**src/rtl/csw_pkg.sv**
```systemverilog
package csw_pkg;

  localparam int IDX_W = 8;

  // bit positions inside one status byte
  localparam int ST_RXBUF  = 0;
  localparam int ST_OVR    = 1;
  localparam int ST_TXFREE = 2;
  localparam int ST_TXDONE = 3;
  localparam int ST_RXACT  = 4;
  localparam int ST_ERR    = 6;

  typedef enum logic [1:0] {
    BUF_FREE = 2'd0,
    BUF_PEND = 2'd1,
    BUF_SEND = 2'd2
  } bufState_e;

  typedef struct packed {
    logic             limitWe;
    logic             frameWe;
    logic [IDX_W-1:0] frameBuf;
    logic [IDX_W-1:0] frameWord;
  } strobe_t;

endpackage

```
**src/rtl/csw_ctrl.sv**
```systemverilog
module csw_ctrl
  import csw_pkg::*;
#(
  parameter int NUM_TXBUF   = 3,
  parameter int FRAME_WORDS = 4,
  parameter int FRAME_BASE  = 4,
  parameter int ADDR_W      = 4
) (
  input  logic                 clk,
  input  logic                 rstN,
  input  logic [ADDR_W-1:0]    regAddr,
  input  logic                 regWrEn,
  input  logic                 resetMode,
  input  logic [NUM_TXBUF-1:0] txReq,
  input  logic [NUM_TXBUF-1:0] txStart,
  input  logic [NUM_TXBUF-1:0] txDone,
  output strobe_t              strobe,
  output logic [NUM_TXBUF-1:0] bufReleased,
  output logic [NUM_TXBUF-1:0] txComplete
);

  localparam logic [ADDR_W-1:0] ADDR_LIMIT = ADDR_W'(0);

  // bus decode into strobes for the datapath
  always_comb begin
    strobe = '0;
    strobe.limitWe = regWrEn && (regAddr == ADDR_LIMIT) && resetMode;
    for (int b = 0; b < NUM_TXBUF; b++) begin
      for (int w = 0; w < FRAME_WORDS; w++) begin
        if (regWrEn && bufReleased[b] &&
            (int'(regAddr) == FRAME_BASE + b * FRAME_WORDS + w)) begin
          strobe.frameWe   = 1'b1;
          strobe.frameBuf  = IDX_W'(b);
          strobe.frameWord = IDX_W'(w);
        end
      end
    end
  end

  // per-buffer lock / completion sequencing
  for (genvar b = 0; b < NUM_TXBUF; b++) begin : g_buf
    bufState_e stQ;
    logic      doneQ;

    always_ff @(posedge clk or negedge rstN) begin
      if (!rstN) begin
        stQ   <= BUF_FREE;
        doneQ <= 1'b1;
      end else begin
        unique case (stQ)
          BUF_FREE: if (txReq[b]) begin
            stQ   <= BUF_PEND;
            doneQ <= 1'b0;
          end
          BUF_PEND: if (txStart[b]) stQ <= BUF_SEND;
          BUF_SEND: if (txDone[b]) begin
            stQ   <= BUF_FREE;
            doneQ <= 1'b1;
          end
          default: stQ <= BUF_FREE;
        endcase
      end
    end

    assign bufReleased[b] = (stQ == BUF_FREE);
    assign txComplete[b]  = doneQ;

    p_req_locks_r8: assert property (@(posedge clk) disable iff (!rstN)
      (bufReleased[b] && txReq[b]) |=> (!bufReleased[b] && !txComplete[b]));

    p_done_releases_r8: assert property (@(posedge clk) disable iff (!rstN)
      (stQ == BUF_SEND && txDone[b]) |=> (bufReleased[b] && txComplete[b]));

    p_early_done_ignored_r8: assert property (@(posedge clk) disable iff (!rstN)
      (stQ == BUF_PEND && !txStart[b]) |=> !bufReleased[b]);

    p_locked_no_write_r9: assert property (@(posedge clk) disable iff (!rstN)
      (strobe.frameWe && strobe.frameBuf == IDX_W'(b)) |-> (stQ == BUF_FREE));
  end

  p_limit_we_mode_r2: assert property (@(posedge clk) disable iff (!rstN)
    strobe.limitWe |-> resetMode);

endmodule

```
**src/rtl/csw_dpath.sv**
```systemverilog
module csw_dpath
  import csw_pkg::*;
#(
  parameter int NUM_TXBUF   = 3,
  parameter int FRAME_WORDS = 4,
  parameter int FRAME_BASE  = 4,
  parameter int ADDR_W      = 4,
  parameter int DATA_W      = 32,
  parameter int CNT_W       = 8,
  parameter int LIMIT_RST   = 96
) (
  input  logic                 clk,
  input  logic                 rstN,
  input  strobe_t              strobe,
  input  logic [ADDR_W-1:0]    regAddr,
  input  logic [DATA_W-1:0]    regWrData,
  output logic [DATA_W-1:0]    regRdData,
  input  logic                 resetMode,
  input  logic                 intEn,
  input  logic [CNT_W-1:0]     txErrCnt,
  input  logic [CNT_W-1:0]     rxErrCnt,
  input  logic                 rxBufStat,
  input  logic                 dataOverrun,
  input  logic                 rxStat,
  input  logic [NUM_TXBUF-1:0] bufReleased,
  input  logic [NUM_TXBUF-1:0] txComplete,
  output logic                 errStat,
  output logic                 warnIrq
);

  localparam int ENTRIES = NUM_TXBUF * FRAME_WORDS;
  localparam int STAT_W  = 8 * NUM_TXBUF;

  logic [CNT_W-1:0]  limitQ;
  logic              esQ;
  logic              irqQ;
  logic              cmpHit;
  logic [STAT_W-1:0] statusWord;
  logic [DATA_W-1:0] frameMem [ENTRIES];

  // warning limit: writable only through the mode-gated strobe
  always_ff @(posedge clk or negedge rstN) begin
    if (!rstN) limitQ <= CNT_W'(LIMIT_RST);
    else if (strobe.limitWe) limitQ <= regWrData[CNT_W-1:0];
  end

  assign cmpHit = (txErrCnt >= limitQ) || (rxErrCnt >= limitQ);

  // error status frozen in reset mode; first normal edge re-evaluates
  always_ff @(posedge clk or negedge rstN) begin
    if (!rstN) begin
      esQ  <= 1'b0;
      irqQ <= 1'b0;
    end else if (resetMode) begin
      irqQ <= 1'b0;
    end else begin
      esQ  <= cmpHit;
      irqQ <= intEn && (cmpHit != esQ);
    end
  end

  assign errStat = esQ;
  assign warnIrq = irqQ;

  // transmit frame storage
  always_ff @(posedge clk or negedge rstN) begin
    if (!rstN) begin
      for (int e = 0; e < ENTRIES; e++) frameMem[e] <= '0;
    end else if (strobe.frameWe) begin
      for (int e = 0; e < ENTRIES; e++) begin
        if (int'(strobe.frameBuf) * FRAME_WORDS + int'(strobe.frameWord) == e)
          frameMem[e] <= regWrData;
      end
    end
  end

  // status word, one byte per buffer
  always_comb begin
    statusWord = '0;
    for (int b = 0; b < NUM_TXBUF; b++) begin
      statusWord[8*b + ST_RXBUF]  = rxBufStat;
      statusWord[8*b + ST_OVR]    = dataOverrun;
      statusWord[8*b + ST_TXFREE] = bufReleased[b];
      statusWord[8*b + ST_TXDONE] = txComplete[b];
      statusWord[8*b + ST_RXACT]  = rxStat;
      statusWord[8*b + ST_ERR]    = esQ;
    end
  end

  // read mux
  always_comb begin
    regRdData = '0;
    if (regAddr == ADDR_W'(0)) regRdData = DATA_W'(limitQ);
    else if (regAddr == ADDR_W'(1)) regRdData = DATA_W'(statusWord);
    for (int e = 0; e < ENTRIES; e++) begin
      if (int'(regAddr) == FRAME_BASE + e) regRdData = frameMem[e];
    end
  end

  p_limit_stable_r2: assert property (@(posedge clk) disable iff (!rstN)
    !resetMode |=> $stable(limitQ));

  p_es_frozen_r5: assert property (@(posedge clk) disable iff (!rstN)
    resetMode |=> ($stable(esQ) && !irqQ));

  p_irq_needs_change_r6: assert property (@(posedge clk) disable iff (!rstN)
    irqQ |-> (esQ != $past(esQ)));

  p_irq_masked_r6: assert property (@(posedge clk) disable iff (!rstN)
    !intEn |=> !irqQ);

endmodule

```
**src/rtl/can_status_warn.sv**
```systemverilog
module can_status_warn
  import csw_pkg::*;
#(
  parameter int NUM_TXBUF   = 3,
  parameter int FRAME_WORDS = 4,
  parameter int DATA_W      = 32,
  parameter int CNT_W       = 8,
  parameter int LIMIT_RST   = 96,
  localparam int FRAME_BASE = 4,
  localparam int ADDR_W     = $clog2(FRAME_BASE + NUM_TXBUF * FRAME_WORDS)
) (
  input  logic                 clk,
  input  logic                 rstN,
  input  logic [ADDR_W-1:0]    regAddr,
  input  logic                 regWrEn,
  input  logic [DATA_W-1:0]    regWrData,
  output logic [DATA_W-1:0]    regRdData,
  input  logic                 resetMode,
  input  logic                 intEn,
  input  logic [CNT_W-1:0]     txErrCnt,
  input  logic [CNT_W-1:0]     rxErrCnt,
  input  logic                 rxBufStat,
  input  logic                 dataOverrun,
  input  logic                 rxStat,
  input  logic [NUM_TXBUF-1:0] txReq,
  input  logic [NUM_TXBUF-1:0] txStart,
  input  logic [NUM_TXBUF-1:0] txDone,
  output logic                 errStat,
  output logic                 warnIrq
);

  strobe_t              strobe;
  logic [NUM_TXBUF-1:0] bufReleased;
  logic [NUM_TXBUF-1:0] txComplete;

  csw_ctrl #(
    .NUM_TXBUF  (NUM_TXBUF),
    .FRAME_WORDS(FRAME_WORDS),
    .FRAME_BASE (FRAME_BASE),
    .ADDR_W     (ADDR_W)
  ) u_ctrl (
    .clk        (clk),
    .rstN       (rstN),
    .regAddr    (regAddr),
    .regWrEn    (regWrEn),
    .resetMode  (resetMode),
    .txReq      (txReq),
    .txStart    (txStart),
    .txDone     (txDone),
    .strobe     (strobe),
    .bufReleased(bufReleased),
    .txComplete (txComplete)
  );

  csw_dpath #(
    .NUM_TXBUF  (NUM_TXBUF),
    .FRAME_WORDS(FRAME_WORDS),
    .FRAME_BASE (FRAME_BASE),
    .ADDR_W     (ADDR_W),
    .DATA_W     (DATA_W),
    .CNT_W      (CNT_W),
    .LIMIT_RST  (LIMIT_RST)
  ) u_dpath (
    .clk        (clk),
    .rstN       (rstN),
    .strobe     (strobe),
    .regAddr    (regAddr),
    .regWrData  (regWrData),
    .regRdData  (regRdData),
    .resetMode  (resetMode),
    .intEn      (intEn),
    .txErrCnt   (txErrCnt),
    .rxErrCnt   (rxErrCnt),
    .rxBufStat  (rxBufStat),
    .dataOverrun(dataOverrun),
    .rxStat     (rxStat),
    .bufReleased(bufReleased),
    .txComplete (txComplete),
    .errStat    (errStat),
    .warnIrq    (warnIrq)
  );

endmodule

```
**config.mk**
```make
export PLATFORM = sky130hd
export DESIGN_NAME = can_status_warn
export DESIGN_NICKNAME = d
export VERILOG_FILES = /design/src/rtl/csw_pkg.sv /design/src/rtl/csw_ctrl.sv /design/src/rtl/csw_dpath.sv /design/src/rtl/can_status_warn.sv
export SDC_FILE = /design/constraint.sdc
export NUM_CORES = 1
export LEC_CHECK = 0
export BUFFER_PORTS_ARGS = -buffer_cell sky130_fd_sc_hd__buf_2
export CORE_UTILIZATION = 35
export DETAILED_ROUTE_END_ITERATION = 16
export HOLD_SLACK_MARGIN = 0.02
export PLACE_DENSITY_LB_ADDON = 0.05
export SYNTH_ARGS = -nofsm -noshare
export SYNTH_HDL_FRONTEND = slang
export SYNTH_HIERARCHICAL = 1
export SYNTH_SLANG_ARGS = --single-unit
```
**constraint.sdc**
```tcl
create_clock -name clk -period 5.03 [get_ports clk]
set_input_delay 0.503 -clock clk [delete_from_list [all_inputs] [get_ports clk]]
set_output_delay 0.503 -clock clk [all_outputs]
set_load 0.05 [all_outputs]
```
==> results of run 1 <==
==> worst max-delay path: stages <==
cell	delay, ns
buf_2	0.55
or3b_2	0.68
a21oi_1	0.42
a221oi_1	0.10
a221o_1	0.43
a222oi_1	0.36
buf_2	0.35
==> kinds of logic (layout without fill, tap and decap cells) <==
group / after synthesis / in the layout / share of synthesized area, %
adders and majority gates: 23 / 23 / 1.47
AOI/OAI and AO/OA: 377 / 377 / 12.2
buffers and inverters: 183 / 272 / 4.08
and+or+nand+nor: 242 / 242 / 6.10
DFF: 403 / 403 / 50.2
other: 1 / 13 / 0.0186
muxes: 461 / 461 / 25.9
==> sequential cells by signal, summed over array words and instances (netlist names) <==
register	cells
u_dpath/limitQ	8
u_ctrl/g_buf.doneQ	3
u_dpath/warnIrq	1
u_ctrl/g_buf.stQ	6
u_dpath/frameMem	384
u_dpath/errStat	1
==> layer usage <==
layer,GRT usage [%],part of all wire [%]
met5,0,0
met4,7.41,2.9
met3,4.32,4.7
met2,37.8,46
met1,33.0,46
==> power breakdown <==
group | switching [mW] | leakage (nW) | internal (mW) | total [mW]
registers | 0.0755 | 5.59 | 3.32 | 3.40
logic | 0.629 | 4.93 | 0.266 | 0.895
clock network | 1.43 | 0.809 | 2.17 | 3.61
total | 2.14 | 11.3 | 5.76 | 7.90
==> what timing repair did <==
action	CTS	global route
endpoints found under the hold margin	79	0
hold buffers	1	0
buffers inserted	0	0
==> cell usage in the layout, fill, tap and decap left out, drive strengths merged, types with 26 or more instances in the layout <==
| cell type | n |
|---|---|
| a21oi | 97 |
| buf | 159 |
| clkbuf | 80 |
| dfrtp | 398 |
| mux2 | 403 |
| mux2i | 50 |
| nand2 | 73 |
| nand2b | 26 |
| nor2 | 66 |
| o21ai | 84 |
==> worst paths after layout <==
| kind | startpoint | endpoint | cells after the start | slack [ns] |
|---|---|---|---|---|
| worst max-delay path | regAddr[3] | regRdData[22] | 7 | 1.12 |
| worst min-delay path | resetMode | u_dpath/warnIrq | 2 | 0.13 |
| worst max register to register | u_ctrl/g_buf[2].stQ[0] | u_dpath/frameMem[116] | 8 | 1.75 |
| worst min register to register | u_ctrl/g_buf[2].stQ[1] | u_ctrl/g_buf[2].stQ[0] | 1 | 0.50 |
| max in group asynchronous | rstN | u_dpath/frameMem[26] | 3 | 3.33 |
| min in group asynchronous | rstN | u_dpath/frameMem[162] | 2 | 0.48 |
==> through the flow <==
step	utilization, %	setup WS [ns]	instances
finish	40.8	1.12	2547
global route	40.8	1.01	2546
global placement	37.9	1.18	2456
detailed placement	37.9	1.13	2456
CTS	40.8	1.12	2546
floorplan	-	1.23	1701
==> final cells by class <==
type / count / area share (%)
Antenna cell: 1 / 0.0108
Clock buffer: 80 / 6.65
Clock inverter: 9 / 0.428
Inverter: 23 / 0.374
Multi-Input combinational cell: 1115 / 40.3
Sequential cell: 403 / 43.7
Tap cell: 756 / 4.10
Timing Repair Buffer: 160 / 4.47
==> results by group, run 1 <==
Run status
  – Status: finished, final reports clean

Clock tree
  – Root buffer cell: clkbuf_16
  – Clk Latency, worst-skew pair: 0.60 ns
  – Clock transition at the registers of the reported paths: 0.06 ns
  – CTS Buf Count: ~50
  – Clock Path Buffers: 3
  – H-tree depth: 2
  – # resized after CTS: 0
  – Clock sinks: 403
  – CTS tree: done

Synthesis
  – Synth async-reset ratio: 100%
  – Most frequent cell after synthesis: mux2_2
  – Synth unique cells: 76
  – Seq cells post-synth: roughly 400
  – Register area share after synthesis: 50.2%
  – Top post-synthesis cells by area: dfrtp_1, mux2_2, mux2i_1
  – Synth top area share: 49.5%
  – Yosys warns: 6
  – Syn_area_per_cell: ~12 um2
  – Cell taking the most area after synthesis: dfrtp_1
  – Synth Flop Type: dfrtp_1
  – Post-Syn Instances: 1690
  – Synthesized area: about 20000 um2
  – Post-synth EDFFs: 0
  – Post-synth top cells: mux2_2, dfrtp_1, a21oi_1, o21ai_0, clkbuf_1

Critical path
  – Crit Path Max Fanout: 25
  – Critical path type: in -> out
  – Startpoint Class: input pin
  – CP Data Arrival Time: 3.41 ns
  – Worst endpoint required time: 4.53 ns
  – Crit end category: output port

Placement
  – DP Area: 21400 um2
  – Post-DP HPWL: 44400 um
  – Port Buf Inserts: 102
  – GP Congestion: ~0.79

Job
  – Max Cap Violations: 0

Timing
  – Fin crit period: 3.91 ns
  – Final hold vios: 0
  – RSZ-0062 raised after global routing: false
  – Least-Margin Pin Slew: 0.982 ns
  – Setup TNS: 0 ns
  – Final hold slack: 0.130 ns
  – Max transition margin: about a third
  – Final Setup Violations: 0
  – Clock Skew: 0.0232 ns
  – Fin crit share: 77.7%
  – Max Clock Freq: 0.256 GHz
  – Slew Viols, Final: 0

Finish
  – Reg area: 10100 um2
  – Final Instance Area: between 20000 and 25000 um2
  – Multi-input logic area: roughly 9300 um2
  – # fillers: 5497
  – Share of cells above drive strength 1: 37.5%
  – Area grow syn2layout: 14.8%
  – Nets: around 1800

Floorplanning
  – I/O pins: 103
  – Site Rows: 87
  – Die Width: 242 um
  – Core area: 56600 um2
  – Die extent in y: between 200 and 250 um
  – Initial core utilization: between 30% and 40%
  – Die ar.: 58400 um2

Routing
  – Vias: approximately 14000
  – First DRT Iteration DRCs: 881
  – 1st-pass router iterations: 5
  – ANT nets after route: 0
  – Routed WL: 69200 um
  – Routed WL per cell: between 20 and 30 um
  – Vias per inst: between 5 and 6
  – DRC: 0

Power and ir drop
  – Worst VDD drop: 0.000227 V
  – Total power: 7.90 mW
  – Static Leak: roughly 11 nW
  – Power per Cell Area: 342 nW/um2

GRT
  – First-pass GRT wire length: 104000 um
  – Initial antenna violation count: 2
  – Vias in the first global route: 14900
  – Pin count of the biggest net entering global routing: between 100 and 150
  – Total grt overflow: 0
  – Total Routing Usage GR: between 20% and 30%

Min path
  – Hold Crit Class: in -> reg
Power figures use the tool's default switching activity.
==> run 2, diff against run 1 <==
==> constraint.sdc (replaced) <==
create_clock -name clk -period 3.3 [get_ports clk]
set_input_delay 0.33 -clock clk [delete_from_list [all_inputs] [get_ports clk]]
set_output_delay 0.33 -clock clk [all_outputs]
set_load 0.05 [all_outputs]
==> run 2 against run 1 <==
Count of clock-buffer cells in the layout is 10 lower. Worst setup slack got worse by 0.94 ns. Total power up 48%. Clock power increased by 38%. First-iteration DRC count is 7.7% higher. Critical path depth grew 1. Sequential power is 52% higher. Design area grew 3.5%. Combinational power increased by 73%. Cell count up 2.0%. Core utilization is 1.4 points higher. Global-route usage decreased by 0.059 points.
==> results by group, run 2 (synthesis results as in run 1) <==
GRT
  – Initial antenna violation count: 1 (-1)
  – Vias in the first global route: 15000 (+0.81%)
  – Pin count of the biggest net entering global routing: 84 (-37%)
  – Total grt overflow: 0 (unchanged)
  – First-pass GRT wire length: 103000 um (-0.39%)
  – Total Routing Usage GR: 23.8% (-0.059 points)

Routing
  – 1st-pass router iterations: 5 (unchanged)
  – ANT nets after route: 0 (unchanged)
  – Vias: 14600 (+2.1%)
  – Vias per inst: 5.60 (about the same)
  – DRC: 0 (unchanged)
  – First DRT Iteration DRCs: 949 (+7.7%)
  – Routed WL: 69300 um (+0.16%)
  – Routed WL per cell: 26.7 um (-1.8%)

Critical path
  – CP Data Arrival Time: 2.79 ns (-0.62 ns)
  – Startpoint Class: input pin
  – Crit-path most repeated cell: buf_4
  – FF-to-FF End: u_dpath/frameMem[6]
  – R2R Setup Slk: 0.33 ns (-1.42 ns)
  – Crit end category: output port
  – FF-to-FF path depth: 9 (+1)
  – Critical path type: in -> out
  – Worst endpoint required time: 2.97 ns (-1.56 ns)
  – CP max-delay cell: a21oi_1
  – CP top delay family: buffers and inverters
  – Buffer and inverter count on the worst path: 4 (+2)
  – CP peak stage delay: 0.64 ns (-0.04 ns)
  – Crit Path Max Fanout: 25 (unchanged)
  – Reg2Reg Launch Point: u_ctrl/g_buf[0].stQ[0]
  – CP cell instances: buf_4 -> buf_4 -> nand2b_1 -> a21oi_1 -> buf_4 -> o21ai_0 -> o211ai_1 -> buf_12

Timing
  – Slew Viols, Final: 0 (unchanged)
  – Least-Margin Pin Slew: 0.855 ns (-0.127 ns)
  – Setup TNS: 0 ns (unchanged)
  – Max transition margin: 42.4% (+8.1 points)
  – Clock Skew: 0.0161 ns (-0.00718 ns)
  – Final Setup Violations: 0 (unchanged)
  – Fin crit period: between 3 and 4 ns
  – Max Clock Freq: about 0.32 GHz
  – Final hold vios: 0 (unchanged)
  – Fin crit share: about 94%
  – Final worst-path setup slack: 0.182 ns (-0.938 ns)
  – RSZ-0062 raised after global routing: false
  – Final hold slack: 0.110 ns (-0.0198 ns)

Clock tree
  – Clk Latency, worst-skew pair: 0.60 ns (about the same)
  – Root buffer cell: clkbuf_16
  – Clock transition at the registers of the reported paths: 0.06 ns (about the same)
  – CTS Buf Count: 48 (-2.0%)
  – Clock sinks: 403 (unchanged)
  – Clock Path Buffers: 3 (unchanged)
  – CTS tree: done
  – Setup repair bufs after CTS: 0 (unchanged)
  – H-tree depth: 2 (unchanged)

Power and ir drop
  – Worst VDD drop: 0.000347 V (+53%)
  – Internal power: 8.45 mW (+47%)
  – Power per Cell Area: 490 nW/um2 (+43%)
  – Psw: 3.25 mW (+52%)
  – Clock network power share: 42.6% (-3.1 points)
  – Sw frac: 27.8% (+0.71 points)
  – Static Leak: 11.7 nW (+3.1%)
  – Comb power frac: 13.2% (+1.9 points)
  – Flop pwr share: 44.2% (+1.2 points)

Job
  – Max Cap Violations: 0 (unchanged)

Placement
  – Dpl ws: 0.194 ns (-0.932 ns)
  – GP Congestion: 0.801 (+1.2%)
  – Post-DP HPWL: 45400 um (+2.2%)
  – Port Buf Inserts: 102 (unchanged)

Finish
  – Most frequent cells in the layout: mux2_2, dfrtp_1, a21oi_1
  – Antenna Diode Count: 0 (-1)
  – Nets: 1907 (+3.4%)
  – Regs by FF count: u_dpath/frameMem (384), u_dpath/limitQ (8), u_ctrl/g_buf.stQ (6)
  – Commonest non-fill, non-tap cell in the layout: mux2_2
  – Biggest register: u_dpath/frameMem
  – Final core occ: 42.2% (+1.4 points)
  – Largest register FFs: 384 (unchanged)
  – Share of cells above drive strength 1: 38.3% (+0.82 points)
  – Area grow syn2layout: 18.8%

Floorplanning
  – Die extent in y: 242 um (unchanged)
  – Core area: 56600 um2 (unchanged)
  – Die Width: 242 um (unchanged)
  – Die ar.: 58400 um2 (unchanged)
  – Initial core utilization: 35.5% (unchanged)
  – Site Rows: 87 (unchanged)
  – I/O pins: 103 (unchanged)

Min path
  – HP Start: regWrData[7]
  – Hold path endpoint: u_dpath/limitQ[7]
  – Hold Path Depth: 3 (+1)
  – Hold Crit Class: in -> reg

Run status
  – Status: finished, final reports clean
[run 2: cell types whose count changed in the layout (fill, tap and decap cells not counted), moves of 2 or more]
| cell | delta |
|---|---|
| buf_12 | +37 |
| buf_4 | +32 |
| buf_2 | -19 |
| dlygate4sd3_1 | +14 |
| clkbuf_8 | -11 |
| clkbuf_1 | +4 |
| clkbuf_16 | -3 |
| clkinv_2 | -2 |
[run 2: how the worst max path moves through the flow]
stage / start / to / slack [ns] / cells after the start
6_report: regAddr[2] / regRdData[11] / 0.18 / 8
5_1_grt: u_dpath/frameMem[320] / regRdData[0] / 0.08 / 6
4_1_cts: u_dpath/limitQ[0] / regRdData[0] / 0.09 / 5
3_5_place_dp: regAddr[2] / regRdData[29] / 0.19 / 8
3_3_place_gp: regAddr[2] / regRdData[0] / 0.20 / 7
2_1_floorplan: regAddr[0] / regRdData[6] / 0.25 / 7
[run 2: tightest hold or removal path, cell delays in order]
cell and delay (ns):
buf_2 0.18, nand2_1 0.08, o21ai_0 0.07
[run 2: repair_timing]
action | CTS | global route
hold endpoints to repair | 57 | 0
endpoints found under the setup margin | 1 | 0
hold buffers | 15 | 0
gates resized for setup | 1 | 0
[run 2: area by class of cell]
class                      count  area, um2
clock buffer                  70       1320
clock inverter                 8       95.1
fill                        5450      32700
inverter                      23       86.3
multi-input combinational   1115       9300
sequential                   403      10100
tap                          756        946
timing repair buffer         224       2060
[run 2: power groups by stage]
stage | clock network, mW | logic, mW | registers, mW
floorplan | 0 | 0.801 | 5.24
global placement | 0 | 1.52 | 5.25
detailed placement | 0 | 1.52 | 5.25
CTS | 5.14 | 1.56 | 5.17
global route | 5.33 | 1.68 | 5.18
finish | 4.99 | 1.55 | 5.17
[run 2: per-layer routing]
layer	wire length (um)	up-vias	part of all wire, %	track usage [%]
li1	-	6454	-	-
met1	31700	7668	46	32.7
met2	32600	336	47	38.6
met3	3240	106	4.7	3.70
met4	1820	0	2.6	7.22
met5	0	-	0	0
[run 2: stage by stage]
stage	total power [mW]	cells	area, um2
floorplan	6.04	1701	20200
global placement	6.77	2506	22300
detailed placement	6.77	2506	22300
CTS	11.9	2599	23900
global route	12.2	2599	23900
finish	11.7	2599	23900
